===== src/rtl/can_rx_fifo_alloc_pkg.sv =====
package can_rx_fifo_alloc_pkg;

    // How the last accepted frame was placed
    typedef enum logic [1:0] {
        PLACE_NONE      = 2'd0,
        PLACE_FREE      = 2'd1,
        PLACE_OVERWRITE = 2'd2
    } place_kind_e;

endpackage


===== src/rtl/can_rx_fifo_span.sv =====
// Marks the objects that belong to the group starting at base_i:
// base_i up to and including the first end-of-buffer object.
module can_rx_fifo_span #(
    parameter int NUM_OBJ = 8,
    localparam int IDX_W  = $clog2(NUM_OBJ)
) (
    input  logic [IDX_W-1:0]   base_i,
    input  logic [NUM_OBJ-1:0] eob_i,
    output logic [NUM_OBJ-1:0] in_grp_o,
    output logic               closed_o
);

    always_comb begin
        logic done;
        done     = 1'b0;
        in_grp_o = '0;
        for (int i = 0; i < NUM_OBJ; i++) begin
            if ((i >= int'(base_i)) && !done) begin
                in_grp_o[i] = 1'b1;
                if (eob_i[i]) begin
                    done = 1'b1;
                end
            end
        end
        closed_o = done;
    end

endmodule


===== src/rtl/can_rx_fifo_pick.sv =====
// Lowest-index selection among objects that may take a frame.
module can_rx_fifo_pick #(
    parameter int NUM_OBJ = 8,
    localparam int IDX_W  = $clog2(NUM_OBJ)
) (
    input  logic [NUM_OBJ-1:0] in_grp_i,
    input  logic [NUM_OBJ-1:0] busy_i,
    input  logic [NUM_OBJ-1:0] eob_i,
    output logic               vld_o,
    output logic [IDX_W-1:0]   idx_o
);

    logic [NUM_OBJ-1:0] cand;

    // The end-of-buffer object never locks; others only when free
    generate
        for (genvar g = 0; g < NUM_OBJ; g++) begin : g_cand
            assign cand[g] = in_grp_i[g] & (~busy_i[g] | eob_i[g]);
        end
    endgenerate

    always_comb begin
        vld_o = 1'b0;
        idx_o = '0;
        for (int i = NUM_OBJ - 1; i >= 0; i--) begin
            if (cand[i]) begin
                vld_o = 1'b1;
                idx_o = IDX_W'(i);
            end
        end
    end

    // A chosen object belongs to the group and is not a locked non-EoB object
    always_comb begin
        if (vld_o) begin
            assert_pick_not_locked_R4: assert (in_grp_i[idx_o] && !(busy_i[idx_o] && !eob_i[idx_o]));
        end
    end

endmodule


===== src/rtl/can_rx_fifo_alloc.sv =====
module can_rx_fifo_alloc
    import can_rx_fifo_alloc_pkg::*;
#(
    parameter int NUM_OBJ = 8,
    localparam int IDX_W  = $clog2(NUM_OBJ)
) (
    input  logic               clk,
    input  logic               rst_n,
    input  logic               frame_vld_i,
    input  logic               grp_hit_i,
    input  logic [IDX_W-1:0]   grp_base_i,
    input  logic [NUM_OBJ-1:0] eob_cfg_i,
    input  logic [NUM_OBJ-1:0] release_i,
    input  logic [NUM_OBJ-1:0] lost_clr_i,
    output logic               store_o,
    output logic [IDX_W-1:0]   store_idx_o,
    output logic               lost_o,
    output logic [NUM_OBJ-1:0] newdat_o,
    output logic [NUM_OBJ-1:0] msglst_o
);

    typedef struct packed {
        logic [NUM_OBJ-1:0] newdat;
        logic [NUM_OBJ-1:0] msglst;
        place_kind_e        kind;
        logic [IDX_W-1:0]   idx;
    } alloc_st_t;

    alloc_st_t st_d, st_q;

    logic [NUM_OBJ-1:0] in_grp;
    logic               grp_closed;
    logic [NUM_OBJ-1:0] busy;
    logic               pick_vld;
    logic [IDX_W-1:0]   pick_idx;
    logic               take;

    // CPU release is applied before the search
    assign busy = st_q.newdat & ~release_i;

    can_rx_fifo_span #(.NUM_OBJ(NUM_OBJ)) i_span (
        .base_i   (grp_base_i),
        .eob_i    (eob_cfg_i),
        .in_grp_o (in_grp),
        .closed_o (grp_closed)
    );

    can_rx_fifo_pick #(.NUM_OBJ(NUM_OBJ)) i_pick (
        .in_grp_i (in_grp),
        .busy_i   (busy),
        .eob_i    (eob_cfg_i),
        .vld_o    (pick_vld),
        .idx_o    (pick_idx)
    );

    assign take = frame_vld_i && grp_hit_i && grp_closed && pick_vld;

    always_comb begin
        st_d        = st_q;
        st_d.kind   = PLACE_NONE;
        st_d.newdat = busy;
        st_d.msglst = st_q.msglst & ~lost_clr_i;
        if (take) begin
            st_d.idx              = pick_idx;
            st_d.newdat[pick_idx] = 1'b1;
            if (busy[pick_idx]) begin
                st_d.kind             = PLACE_OVERWRITE;
                st_d.msglst[pick_idx] = 1'b1;
            end else begin
                st_d.kind = PLACE_FREE;
            end
        end
    end

    always_ff @(posedge clk) begin
        if (!rst_n) begin
            st_q <= '{newdat: '0, msglst: '0, kind: PLACE_NONE, idx: '0};
        end else begin
            st_q <= st_d;
        end
    end

    assign store_o     = (st_q.kind != PLACE_NONE);
    assign lost_o      = (st_q.kind == PLACE_OVERWRITE);
    assign store_idx_o = st_q.idx;
    assign newdat_o    = st_q.newdat;
    assign msglst_o    = st_q.msglst;

    // A store needs an accepted, matching frame in the previous cycle
    assert_store_cause_R7: assert property (@(posedge clk) disable iff (!rst_n)
        store_o |-> $past(frame_vld_i && grp_hit_i));

    // The stored object reads back as holding new data
    assert_store_sets_newdat_R3: assert property (@(posedge clk) disable iff (!rst_n)
        store_o |-> newdat_o[store_idx_o]);

    // At most one object gains new data per cycle
    assert_single_write_R10: assert property (@(posedge clk) disable iff (!rst_n)
        $countones(newdat_o & ~$past(newdat_o)) <= 1);

    // A loss is always recorded in the lost flags of the target
    assert_loss_recorded_R5: assert property (@(posedge clk) disable iff (!rst_n)
        lost_o |-> (msglst_o[store_idx_o] && $past(eob_cfg_i[store_idx_o])));

    // Lost flags never drop without a CPU clear
    assert_msglst_sticky_R9: assert property (@(posedge clk) disable iff (!rst_n)
        ($past(msglst_o) & ~$past(lost_clr_i) & ~msglst_o) == '0);

    // Without a frame nothing gains new data
    assert_no_frame_no_write_R7: assert property (@(posedge clk) disable iff (!rst_n)
        !$past(frame_vld_i) |-> ((newdat_o & ~$past(newdat_o)) == '0));

endmodule


===== config.mk =====
export PLATFORM = sky130hd
export DESIGN_NAME = can_rx_fifo_alloc
export DESIGN_NICKNAME = d
export VERILOG_FILES = /design/src/rtl/can_rx_fifo_alloc_pkg.sv /design/src/rtl/can_rx_fifo_span.sv /design/src/rtl/can_rx_fifo_pick.sv /design/src/rtl/can_rx_fifo_alloc.sv
export SDC_FILE = /design/constraint.sdc
export NUM_CORES = 1
export LEC_CHECK = 0
export ABC_AREA = 1
export ABC_CLOCK_PERIOD_IN_PS = 3800
export BUFFER_PORTS_ARGS = -buffer_cell sky130_fd_sc_hd__buf_2
export CAP_MARGIN = 10
export CORE_UTILIZATION = 50
export DETAILED_ROUTE_END_ITERATION = 7
export PLACE_DENSITY = 0.81
export SLEW_MARGIN = 20
export SYNTH_ARGS = -nofsm -noshare
export SYNTH_HDL_FRONTEND = slang
export SYNTH_SLANG_ARGS = --single-unit

===== constraint.sdc =====
create_clock -name clk -period 3.8 [get_ports clk]
set_input_delay 0.19 -clock clk [delete_from_list [all_inputs] [get_ports clk]]
set_output_delay 0.19 -clock clk [all_outputs]
set_load 0.005 [all_outputs]

# Word-level counts from Yosys, hierarchy flattened
# Cells that the tools add are included.
# op_classes
n_addsub	0
multipliers	0
div_mod_pow	0
n_lt_le_gt_ge	9
n_eq_ne	1
shift	0
n_mux	47
bitwise_logic	30
reduce_logical	18
# ops
op	n
two-way mux 1 bit	34
two-way mux 3 bit	8
two-way mux 21 bit	1
AND 8 bit	2
NOT 8 bit	2
bitwise OR 8 bit	2
logical AND 1 bit	10
>= comparator 3 bit, first input constant	3
AND 1 bit	8
two-way mux 8 bit	1
NOT 1 bit	8
bitwise OR 1 bit	8
>= comparator 1 x 3 -> 1 bit, first input constant	2
>= comparator 2 x 3 -> 1 bit, first input constant	2
logical NOT 1 bit	6
< comparator 3 x 4 -> 1 bit, second input constant	1
binary-select mux 1 bit (select 3 bit)	1
demux 1 bit (select 3 bit)	1
>= comparator 3 x 1 -> 1 bit, second input constant	1
== test 2 bit, second input constant	1
two-way mux 2 bit	1
AND reduction 2 bit	1
nonzero test 2 bit	1
# totals
regBits	21
latchBits	0
ram_bits	0
mem_bits_ro	0
inputBits	31
out_inout_bits	21
word_cells	109
memories	0

# Longest topological paths before layout
# Gate-level depths: netlist of run 1.
# logic_depth
word_depth	37
ltp_mapped	20
mapped_depth_nobuf	20

# Hierarchy
# From an unflattened synthesis of run 1, not the netlist that was laid out.
# unflattened
hier_cells	235
hier_area_um2	1448.9
# modules_own_cells
mod	n_inst	cells_per_inst	area_per_inst_um2	seq_area_each_um2
can_rx_fifo_alloc	1	165	1092.3	420.4
can_rx_fifo_pick	1	37	196.4	0.0
can_rx_fifo_span	1	33	160.2	0.0

# Worst setup path before layout of run 1
# No wires, ideal clock.
# synth_path
path_kind	in2reg
from	input grp_base_i[1]
to	register st_q, in the netlist msglst_o[3]
setup_ps	71
arrival_ps	1645
required_ps	3729
slack_ps	2084
stages	17
n_path_buf	0
path_cell_list	nor2_1 -> nand2_2 -> o211ai_2 -> nor2_1 -> nand3_2 -> nand2_1 -> nand2_1 -> nand2_1 -> nand2_1 -> nand2_2 -> nand2_2 -> nand2_1 -> nand3_1 -> nand2_2 -> nor2_4 -> nand2_1 -> a21oi_1
# synth_between
elab_chain_cells	37
elab_cells_between_ends	77
classes_between	9 x order compare; 44 x mux; 9 x bitwise; 15 x reduce/logical
# synth_lines
item	line_no	rtl
start, declared	can_rx_fifo_alloc.sv:11	input logic [IDX_W-1:0] grp_base_i,
>= comparator 1 x 3 -> 1 bit	can_rx_fifo_span.sv:18	if ((i >= int'(base_i)) && !done) begin
two-way mux 1 bit	can_rx_fifo_span.sv:18	
logical NOT 1 bit	can_rx_fifo_span.sv:18	
logical AND 1 bit	can_rx_fifo_span.sv:18	
two-way mux 1 bit	can_rx_fifo_span.sv:18	
logical NOT 1 bit	can_rx_fifo_span.sv:18	
logical AND 1 bit	can_rx_fifo_span.sv:18	
two-way mux 1 bit	can_rx_fifo_span.sv:18	
[... 14 more ...]	n/a	
two-way mux 3 bit (8 in series)	can_rx_fifo_pick.sv:26	if (cand[i]) begin
< comparator 3 x 4 -> 1 bit (implied by the code) or >= comparator 3 x 1 -> 1 bit (tied branches)	can_rx_fifo_alloc.sv:68	st_d.msglst[pick_idx] = 1'b1;
logical AND 1 bit (implied by the code)	can_rx_fifo_alloc.sv:68	
two-way mux 1 bit (implied by the code)	can_rx_fifo_alloc.sv:68	
demux 1 bit (select 3 bit)	can_rx_fifo_alloc.sv:68	
bitwise OR 8 bit (no source line)	n/a	
two-way mux 8 bit	can_rx_fifo_alloc.sv:66	if (busy[pick_idx]) begin
two-way mux 21 bit (*)	can_rx_fifo_alloc.sv:63	if (take) begin
end signal, assigned	can_rx_fifo_alloc.sv:77	st_q <= '{newdat: '0, msglst: '0, kind: PLACE_NONE, idx: '0};
end signal, assigned	can_rx_fifo_alloc.sv:79	st_q <= st_d;
end, declared	can_rx_fifo_alloc.sv:29	alloc_st_t st_d, st_q;
# Every way passes the cells marked *; elsewhere a longest branch is shown, timed or not. The select of a mux whose other input is x is not followed.
# A chain may end at the register's enable or synchronous reset.

# Final worst setup path of run 1
# layout_path
from	register st_q, in the netlist newdat_o[5]
to	register st_q, in the netlist msglst_o[4]
# layout_between
elab_chain_cells	17
elab_cells_between_ends	27
classes_between	2 x order compare; 18 x mux; 5 x bitwise; 2 x reduce/logical
# layout_lines
item	line_no	rtl
AND 8 bit (*)	can_rx_fifo_alloc.sv:39	assign busy = st_q.newdat & ~release_i;
NOT 1 bit	can_rx_fifo_pick.sv:18	assign cand[g] = in_grp_i[g] & (~busy_i[g] | eob_i[g]);
bitwise OR 1 bit	can_rx_fifo_pick.sv:18	
AND 1 bit	can_rx_fifo_pick.sv:18	
two-way mux 3 bit (6 in series)	can_rx_fifo_pick.sv:26	
< comparator 3 x 4 -> 1 bit (implied by the code) or >= comparator 3 x 1 -> 1 bit (tied branches)	can_rx_fifo_alloc.sv:68	
logical AND 1 bit (implied by the code)	can_rx_fifo_alloc.sv:68	
two-way mux 1 bit (implied by the code)	can_rx_fifo_alloc.sv:68	
demux 1 bit (select 3 bit)	can_rx_fifo_alloc.sv:68	
bitwise OR 8 bit (no source line)	n/a	
two-way mux 8 bit	can_rx_fifo_alloc.sv:66	
two-way mux 21 bit (*)	can_rx_fifo_alloc.sv:63	
# Marked as above.

==> report_table.html, run 1 <==
<table>
<tr><th>Metric</th><th>Value</th></tr>
<tr><th colspan="2">Final layout</th></tr>
<tr><td>Signed area change from the synthesized netlist to the final layout</td><td>12.21%</td></tr>
<tr><td>Final net count</td><td>between 200 and 300</td></tr>
<tr><td>Share of layout cells above drive strength 1</td><td>0.3168</td></tr>
<tr><td>Total inserted antenna cells</td><td>0</td></tr>
<tr><td>Fillers</td><td>between 200 and 300</td></tr>
<tr><th colspan="2">Flow run</th></tr>
<tr><td>Total of max-cap violations</td><td>0</td></tr>
<tr><th colspan="2">Drt</th></tr>
<tr><td>Number of remaining DRC errors</td><td>0</td></tr>
<tr><td>Drt wl/cell</td><td>approximately 9.5 µm</td></tr>
<tr><td>Number of routed nets with antenna violations</td><td>0</td></tr>
<tr><td>Number of detailed-routing iterations run before antenna repair</td><td>4</td></tr>
<tr><td>Detailed-route wire length</td><td>about 2800 µm</td></tr>
<tr><td>Iteration-0 DRC count of the detailed router</td><td>between 50 and 60</td></tr>
<tr><td>Number of vias in the routed layout</td><td>roughly 1400</td></tr>
<tr><td>Number of vias per cell after detailed routing</td><td>about 4.6</td></tr>
<tr><th colspan="2">Yosys</th></tr>
<tr><td>Dominant combinational cell family by area after synthesis</td><td>simple AND/OR/NAND/NOR gates</td></tr>
<tr><td>Post-synth EDFFs</td><td>0</td></tr>
<tr><td>Share of the yosys chip area belonging to registers</td><td>0.2929</td></tr>
<tr><td>Syn. warnings</td><td>0</td></tr>
<tr><td>Mean instance size in the synthesized netlist</td><td>about 6.3 µm²</td></tr>
<tr><td>Top flip-flop cell by instance count after synthesis</td><td>dfxtp_1</td></tr>
<tr><td>Area share of xor/xnor cells in the synthesized design</td><td>0</td></tr>
<tr><td>Cells after synthesis</td><td>approximately 230</td></tr>
<tr><td>Netlist area before placement</td><td>1435 µm²</td></tr>
<tr><td>Flip-flop and latch count after synthesis</td><td>21</td></tr>
<tr><td>Synthesized net count</td><td>258</td></tr>
<tr><td>Post-synthesis compound-gate area fraction</td><td>0.1064</td></tr>
<tr><td>Simple-gate area share of the yosys netlist</td><td>0.3854</td></tr>
<tr><td>Proportion of synthesized area in mux cells</td><td>0</td></tr>
<tr><td>Number of distinct library cells after synthesis</td><td>28</td></tr>
<tr><td>Adder-cell share of the synthesized area</td><td>0</td></tr>
<tr><td>Proportion of synthesized flip-flops having asynchronous set or reset</td><td>0</td></tr>
<tr><th colspan="2">Timing</th></tr>
<tr><td>Final setup fails</td><td>0</td></tr>
<tr><td>Worst clock skew on the final layout</td><td>about 0.0081 ns</td></tr>
<tr><td>Pins Over Slew Limit</td><td>0</td></tr>
<tr><td>Worst hold slack across all endpoints</td><td>0.1168 ns</td></tr>
<tr><td>Worst rel slew slack</td><td>0.6789</td></tr>
<tr><td>Maximum operating frequency</td><td>around 490 MHz</td></tr>
<tr><td>Unrepaired setup endpoints after global routing</td><td>no</td></tr>
<tr><td>Tightest Pin Transition</td><td>approximately 0.48 ns</td></tr>
<tr><td>Final Hold Violating Endpoints</td><td>0</td></tr>
<tr><td>Portion of the clock cycle consumed by the worst path in the final layout</td><td>0.5399</td></tr>
<tr><td>Min cycle time layout</td><td>2.052 ns</td></tr>
<tr><td>Final-layout setup total negative slack</td><td>0 ns</td></tr>
<tr><th colspan="2">Critical path</th></tr>
<tr><td>Required time reported for the critical path endpoint</td><td>between 4 and 5 ns</td></tr>
<tr><td>CP endpoint kind</td><td>flip-flop</td></tr>
<tr><td>Slack of the worst reg-to-reg path</td><td>~1.7 ns</td></tr>
<tr><td>Cells along the critical path</td><td>inv_1, nor2_1, nand2_1, nand3_2, nand2_1, nand2_1, nand2_1, nand2_1, nand2_2, nand2_2, nand2_1, nand3_1, nand2_2, nor2_4, nand2_1, a21oi_1</td></tr>
<tr><td>Critical setup path kind</td><td>reg -&gt; reg</td></tr>
<tr><td>RR Startpoint</td><td>newdat_o[5]</td></tr>
<tr><td>Dominant delay contributor by cell family on the critical path</td><td>simple AND/OR/NAND/NOR gates</td></tr>
<tr><td>Maximum fanout count along the critical path</td><td>10</td></tr>
<tr><td>Cell with the largest stage delay on the worst path</td><td>dfxtp_1</td></tr>
<tr><td>Arrival time reported for the critical path endpoint</td><td>between 2 and 2.5 ns</td></tr>
<tr><td>Max incr delay on CP</td><td>about 0.36 ns</td></tr>
<tr><td>Endpoint of the worst register-to-register path</td><td>msglst_o[4]</td></tr>
<tr><td>Top cell by count, worst path</td><td>nand2_1</td></tr>
<tr><td>R2R cell count</td><td>16</td></tr>
<tr><td>Type of origin of the critical path</td><td>flip-flop</td></tr>
<tr><td>Combined buffer and inverter count along the critical path</td><td>1</td></tr>
<tr><th colspan="2">Hold path</th></tr>
<tr><td>Hold crit path type</td><td>in -&gt; reg</td></tr>
<tr><td>Hold path startpoint</td><td>lost_clr_i[6]</td></tr>
<tr><td>Worst min-delay path endpoint</td><td>msglst_o[6]</td></tr>
<tr><td>Cell count of the worst hold path</td><td>4</td></tr>
<tr><th colspan="2">CTS</th></tr>
<tr><td>Clock sink count</td><td>21</td></tr>
<tr><td>Maximum level of the CTS H-tree</td><td>1</td></tr>
<tr><td>Worst-path clk slew</td><td>~0.12 ns</td></tr>
<tr><td>Post CTS Setup Buffer Count</td><td>0</td></tr>
<tr><td>Count of hold-fix buffers inserted at cts</td><td>0</td></tr>
<tr><td>Clock buffer count from CTS</td><td>3</td></tr>
<tr><td>CTS tree</td><td>built</td></tr>
<tr><td>Later-pin clock latency in the skew report</td><td>a little over 0.3 ns</td></tr>
<tr><td>Resized cells post-CTS</td><td>0</td></tr>
<tr><td>Clock root buffer</td><td>clkbuf_4</td></tr>
<tr><td>Maximum number of buffers from clock root to sink</td><td>2</td></tr>
<tr><th colspan="2">Die</th></tr>
<tr><td>Count of pins on the block boundary</td><td>52</td></tr>
<tr><td>Die footprint</td><td>~3000 µm²</td></tr>
<tr><td>Row Count</td><td>19</td></tr>
<tr><td>DIE HEIGHT</td><td>~56 µm</td></tr>
<tr><td>Placeable core area</td><td>between 2000 and 3000 µm²</td></tr>
<tr><td>Starting Density</td><td>0.5249</td></tr>
<tr><td>Die X</td><td>roughly 56 µm</td></tr>
<tr><th colspan="2">Pwr</th></tr>
<tr><td>Leakage power figure</td><td>between 0.8 and 0.9 nW</td></tr>
<tr><td>PD cells</td><td>around 290 nW/µm²</td></tr>
<tr><td>Maximum vdd ir drop</td><td>a little under 0.2 mV</td></tr>
<tr><th colspan="2">Global route</th></tr>
<tr><td>Congestion Overflow GR</td><td>0</td></tr>
<tr><td>Overall fraction of global-route tracks in use</td><td>0.1952</td></tr>
<tr><td>Wire length of the first global-routing pass</td><td>just under 5000 µm</td></tr>
<tr><td>Maximum number of pins on one net before global-route repair</td><td>17</td></tr>
<tr><td>Vias in the first global route</td><td>roughly 1200</td></tr>
<tr><td>Number of antenna violations at the first check in global routing</td><td>0</td></tr>
<tr><th colspan="2">Placement</th></tr>
<tr><td>Count of buffers from port buffering</td><td>approximately 50</td></tr>
<tr><td>Weighted congestion reported at the end of routability-driven placement</td><td>0.9142</td></tr>
<tr><td>DP Wirelength</td><td>between 2000 and 2500 µm</td></tr>
<tr><th colspan="2">Status</th></tr>
<tr><td>Result of the run</td><td>complete, no violations</td></tr>
</table>
-- metal layers --
metal | GRT usage | vias to the layer above | routed length (µm)
met1 | 0.2625 | 571 | 1383
met2 | 0.3098 | 40 | 1171
met5 | 0 | - | 0
met4 | 0.07857 | 0 | 44
li1 | - | 742 | -
met3 | 0.03488 | 5 | 189
-- worst max-delay path by stage --
stage / slack [ns] / from / to / cells after the start
finish: 1.75 / newdat_o[5] / msglst_o[4] / 16
global route: 1.47 / newdat_o[5] / msglst_o[7] / 16
CTS: 1.76 / newdat_o[5] / msglst_o[4] / 16
detailed placement: 1.69 / grp_base_i[1] / msglst_o[3] / 18
global placement: 1.72 / grp_base_i[1] / msglst_o[4] / 18
floorplan: 2.08 / grp_base_i[1] / msglst_o[3] / 17
-- worst register-to-register path, stage by stage (launching register included) --
cell,delay [ns]
dfxtp_1,0.36
inv_1,0.04
nor2_1,0.25
nand2_1,0.11
nand3_2,0.10
nand2_1,0.06
nand2_1,0.05
nand2_1,0.04
nand2_1,0.07
nand2_2,0.09
nand2_2,0.16
nand2_1,0.07
nand3_1,0.09
nand2_2,0.07
nor2_4,0.21
nand2_1,0.09
a21oi_1,0.12
-- cell usage in the layout (no fill, tap or decap), types with 2 or more instances in the layout --
cell      count
o21ai_0       2
nor2_2        3
buf_2        51
nand3_2       3
dfxtp_1      21
nand3_1       9
nand2_2      10
nor2_1       38
a21oi_1      11
clkbuf_4      3
nand2_1      47
inv_2         4
nor3_1        4
o21a_1        4
inv_1        38
clkinv_2      2
-- layout make-up --
| class | count | area [µm²] | share of cell area |
|---|---|---|---|
| tap | 31 | 38.79 | 0.02409 |
| clock buffer | 3 | 22.52 | 0.01399 |
| sequential | 21 | 420.4 | 0.2611 |
| inverter | 43 | 162.7 | 0.1010 |
| timing repair buffer | 51 | 255.2 | 0.1585 |
| clock inverter | 1 | 5.005 | 0.003108 |
| multi-input combinational | 143 | 705.7 | 0.4382 |
-- cells in the mapped netlist (3+ instances only) --
cell,count,area [µm²]
nand2_1,47,176.4
inv_1,38,142.6
nor2_1,38,142.6
o21a_1,4,30.03
nand2_2,10,62.56
nand3_2,3,30.03
dfxtp_1,21,420.4
buf_4,19,142.6
nand3_1,9,45.04
inv_2,4,15.01
nor2_2,3,18.77
nor3_1,4,20.02
a21oi_1,11,55.05
-- per-stage QoR --
step	power, mW	area, µm²	worst slack, ns	util	instances
floorplan	0.3263	1435	2.084	-	227
global placement	0.3579	1583	1.718	0.5789	289
detailed placement	0.3580	1583	1.690	0.5789	289
CTS	0.4678	1610	1.763	0.5890	293
global route	0.4966	1610	1.474	0.5890	293
finish	0.4633	1610	1.749	0.5890	293
-- sequential cells by signal, indices dropped and copies added, names as in the netlist --
register	flops
msglst_o	8
newdat_o	8
store_idx_o	3
st_q	2
-- logic make-up (layout without fill, tap and decap cells) --
family,after synthesis,in the layout
flip-flops,21,21
AO/OA/AOI/OAI,23,23
AND/OR/NAND/NOR,120,120
buffers and inverters,63,98
-- where the power goes --
part	internal, mW	switching (mW)	total [mW]
clock network	0.0394	0.0705	0.110
logic	0.0473	0.0775	0.125
registers	0.226	0.00259	0.229
total	0.313	0.151	0.463
Power figures use the tool's default switching activity.
==> run 2, diff against run 1 <==
Settings changed: ABC_CLOCK_PERIOD_IN_PS 3800 to 1650, CORE_UTILIZATION 50 to 44, PLACE_DENSITY 0.81 to 0.75.
Clock period 3.8 ns to 1.65 ns, I/O delays scaled along.
==> run 2 against run 1 <==
Net effect:
- the run now ends with setup timing left
- critical path depth is 2 lower
- clock skew is 0.0065 ns lower
- fmax is 9.1% higher
- wire length is 40% higher
- combinational power grew to 3.7 times the previous value
- register-to-register slack worse by 2.0 ns
- setup slack worse by 2.0 ns
- clock power is 120% higher
- total power grew to 2.7 times the previous value
- first-iteration DRC count is 21% lower
- core utilization is 13 points higher
- sequential power is 130% higher
- largest cell class unchanged
==> report_table.html, run 2 (same netlist as run 1, synthesis figures left out) <==
<table>
<tr><th>Metric</th><th>Value</th></tr>
<tr><th colspan="2">Critical path</th></tr>
<tr><td>Required time reported for the critical path endpoint</td><td>1.83 ns (-2.22 ns)</td></tr>
<tr><td>Slack of the worst reg-to-reg path</td><td>-0.23 ns (-1.98 ns)</td></tr>
<tr><td>RR Startpoint</td><td>newdat_o[2]</td></tr>
<tr><td>R2R cell count</td><td>14 (-2)</td></tr>
<tr><td>Type of origin of the critical path</td><td>flip-flop</td></tr>
<tr><td>Max incr delay on CP</td><td>0.34 ns (-0.02 ns)</td></tr>
<tr><td>Maximum fanout count along the critical path</td><td>5 (-5)</td></tr>
<tr><td>Arrival time reported for the critical path endpoint</td><td>2.06 ns (-0.24 ns)</td></tr>
<tr><td>Cells along the critical path</td><td>inv_2, nor2_4, a221oi_2, inv_1, nand2_2, nor2_1, nand2_2, clkinv_4, nor2_2, nand3_2, nand2_4, nor2_4, nand2_2, a21oi_2</td></tr>
<tr><td>Critical setup path kind</td><td>reg -&gt; reg</td></tr>
<tr><td>Endpoint of the worst register-to-register path</td><td>msglst_o[0]</td></tr>
<tr><td>Cell with the largest stage delay on the worst path</td><td>dfxtp_2</td></tr>
<tr><td>CP endpoint kind</td><td>flip-flop</td></tr>
<tr><td>Top cell by count, worst path</td><td>nand2_2</td></tr>
<tr><th colspan="2">CTS</th></tr>
<tr><td>Clock sink count</td><td>21 (unchanged)</td></tr>
<tr><td>Maximum number of buffers from clock root to sink</td><td>2 (unchanged)</td></tr>
<tr><td>Clock root buffer</td><td>clkbuf_4</td></tr>
<tr><td>Clock buffer count from CTS</td><td>3 (unchanged)</td></tr>
<tr><td>Maximum level of the CTS H-tree</td><td>1 (unchanged)</td></tr>
<tr><td>CTS tree</td><td>built</td></tr>
<tr><td>Later-pin clock latency in the skew report</td><td>0.30 ns (about the same)</td></tr>
<tr><td>Worst-path clk slew</td><td>0.11 ns (about the same)</td></tr>
<tr><th colspan="2">Die</th></tr>
<tr><td>Die X</td><td>59.11 µm (+6.4%)</td></tr>
<tr><td>Placeable core area</td><td>3078 µm² (+13%)</td></tr>
<tr><td>DIE HEIGHT</td><td>59.11 µm (+6.4%)</td></tr>
<tr><td>Starting Density</td><td>0.4663 (-0.05868)</td></tr>
<tr><td>Row Count</td><td>20 (+1)</td></tr>
<tr><td>Die footprint</td><td>3494 µm² (+13%)</td></tr>
<tr><td>Count of pins on the block boundary</td><td>52 (unchanged)</td></tr>
<tr><th colspan="2">Global route</th></tr>
<tr><td>Vias in the first global route</td><td>1391 (+20%)</td></tr>
<tr><td>Wire length of the first global-routing pass</td><td>5768 µm (+19%)</td></tr>
<tr><td>Maximum number of pins on one net before global-route repair</td><td>17 (unchanged)</td></tr>
<tr><td>Overall fraction of global-route tracks in use</td><td>0.2178 (+0.02260)</td></tr>
<tr><td>Congestion Overflow GR</td><td>0 (unchanged)</td></tr>
<tr><td>Number of antenna violations at the first check in global routing</td><td>0 (unchanged)</td></tr>
<tr><th colspan="2">Drt</th></tr>
<tr><td>Iteration-0 DRC count of the detailed router</td><td>46 (-21%)</td></tr>
<tr><td>Number of vias in the routed layout</td><td>1628 (+20%)</td></tr>
<tr><td>Number of routed nets with antenna violations</td><td>0 (unchanged)</td></tr>
<tr><td>Number of detailed-routing iterations run before antenna repair</td><td>4 (unchanged)</td></tr>
<tr><td>Number of remaining DRC errors</td><td>0 (unchanged)</td></tr>
<tr><td>Detailed-route wire length</td><td>3894 µm (+40%)</td></tr>
<tr><td>Number of vias per cell after detailed routing</td><td>4.625 (-0.21%)</td></tr>
<tr><td>Drt wl/cell</td><td>11.06 µm (+16%)</td></tr>
<tr><th colspan="2">Final layout</th></tr>
<tr><td>Share of layout cells above drive strength 1</td><td>0.6006 (+0.2839)</td></tr>
<tr><td>Final net count</td><td>340 (+16%)</td></tr>
<tr><td>Area used by multi-input combinational logic</td><td>944.7 µm² (+34%)</td></tr>
<tr><td>Commonest cells after routing, fill and taps aside</td><td>buf_2, buf_4, nand2_1</td></tr>
<tr><td>Total inserted antenna cells</td><td>0 (unchanged)</td></tr>
<tr><td>FF+latch area</td><td>429.2 µm² (+2.1%)</td></tr>
<tr><td>Final Instance Area</td><td>2218 µm² (+38%)</td></tr>
<tr><td>Fillers</td><td>238 (-16%)</td></tr>
<tr><td>Signed area change from the synthesized netlist to the final layout</td><td>54.58%</td></tr>
<tr><td>Most frequent standard cell in the layout excluding fill and tap cells</td><td>buf_2</td></tr>
<tr><th colspan="2">Timing</th></tr>
<tr><td>Final Hold Violating Endpoints</td><td>0 (unchanged)</td></tr>
<tr><td>Maximum operating frequency</td><td>531.7 MHz (+9.1%)</td></tr>
<tr><td>Worst rel slew slack</td><td>0.6373 (-0.04163)</td></tr>
<tr><td>Final setup fails</td><td>19 (+19)</td></tr>
<tr><td>Worst-case setup margin in the final layout</td><td>-0.2308 ns (-1.979 ns)</td></tr>
<tr><td>Pins Over Slew Limit</td><td>0 (unchanged)</td></tr>
<tr><td>Final-layout setup total negative slack</td><td>-2.903 ns (-2.903 ns)</td></tr>
<tr><td>Worst clock skew on the final layout</td><td>0.001665 ns (-0.006473 ns)</td></tr>
<tr><td>Min cycle time layout</td><td>1.881 ns (-0.1707 ns)</td></tr>
<tr><td>Portion of the clock cycle consumed by the worst path in the final layout</td><td>1.140 (+0.6000)</td></tr>
<tr><td>Unrepaired setup endpoints after global routing</td><td>yes</td></tr>
<tr><td>Tightest Pin Transition</td><td>0.5434 ns (+0.06472 ns)</td></tr>
<tr><th colspan="2">Placement</th></tr>
<tr><td>DP Wirelength</td><td>2569 µm (+13%)</td></tr>
<tr><td>Area after detailed placement</td><td>1818 µm² (+15%)</td></tr>
<tr><td>Count of buffers from port buffering</td><td>51 (unchanged)</td></tr>
<tr><td>Pre-CTS setup slack</td><td>-0.3381 ns (-2.028 ns)</td></tr>
<tr><td>Weighted congestion reported at the end of routability-driven placement</td><td>0.8574 (-6.2%)</td></tr>
<tr><th colspan="2">Pwr</th></tr>
<tr><td>Maximum vdd ir drop</td><td>0.5136 mV (+170%)</td></tr>
<tr><td>PD cells</td><td>553.6 nW/µm² (+92%)</td></tr>
<tr><td>Leakage power figure</td><td>1.109 nW (+30%)</td></tr>
<tr><th colspan="2">Hold path</th></tr>
<tr><td>Cell count of the worst hold path</td><td>4 (unchanged)</td></tr>
<tr><td>Hold crit path type</td><td>in -&gt; reg</td></tr>
<tr><td>Worst min-delay path endpoint</td><td>msglst_o[7]</td></tr>
<tr><td>Hold path startpoint</td><td>lost_clr_i[7]</td></tr>
<tr><th colspan="2">Status</th></tr>
<tr><td>Result of the run</td><td>complete, but fails checks</td></tr>
<tr><td>Violations in the final reports</td><td>setup timing</td></tr>
<tr><th colspan="2">Flow run</th></tr>
<tr><td>Total of max-cap violations</td><td>0 (unchanged)</td></tr>
</table>
[run 2: timing repair]
action                     in CTS  in global routing
gates cloned                    1                  0
buffers inserted               14                  4
pin swaps                      28                 17
hold buffers                    0                  0
gates resized for setup        50                 24
setup endpoints to repair      19                 20
[run 2: per-stage QoR]
stage	hold WS (ns)	std cells	utilization	total power [mW]
CTS	0.009379	348	0.6817	1.182
finish	0.01792	352	0.7207	1.228
global placement	0.3334	330	0.5907	0.8714
global route	0.01020	352	0.7207	1.290
floorplan	0.2001	227	-	0.7526
detailed placement	0.3438	330	0.5907	0.8765
[run 2: routing by layer]
| layer | global-route usage | wire length (µm) | vias to the layer above |
|---|---|---|---|
| met1 | 0.2605 | 1673 | 730 |
| li1 | - | - | 838 |
| met2 | 0.3912 | 1965 | 50 |
| met3 | 0.03930 | 152 | 10 |
| met5 | 0 | 0 | - |
| met4 | 0.07143 | 103 | 0 |
[run 2: how the worst max path moves through the flow]
stage                   from     endpoint  cells after the start
5_1_grt          newdat_o[2]  msglst_o[5]                     14
6_report         newdat_o[2]  msglst_o[0]                     14
3_3_place_gp   grp_base_i[2]  msglst_o[2]                     18
3_5_place_dp   grp_base_i[2]  msglst_o[4]                     18
4_1_cts          newdat_o[2]  msglst_o[4]                     15
2_1_floorplan    newdat_o[7]  msglst_o[3]                     16
[run 2: cell type report]
type                    instances  area share
clock buffers                   4     0.01184
inverters                      43     0.07671
multi-input cells             144      0.4258
flip-flops and latches         21      0.1935
well taps                      44     0.02482
repair buffers                 96      0.2673
[run 2: worst max-delay path, delay by kind of cell (launching register included)]
kind	cells	cell delay (ns)
flops	1	0.34
simple gates	9	0.82
buf+inv	3	0.28
compound gates	2	0.33
[run 2: report_power, final]
| group | switching (mW) | internal (mW) |
|---|---|---|
| logic | 0.272 | 0.187 |
| registers | 0.00637 | 0.521 |
| clock network | 0.147 | 0.0943 |
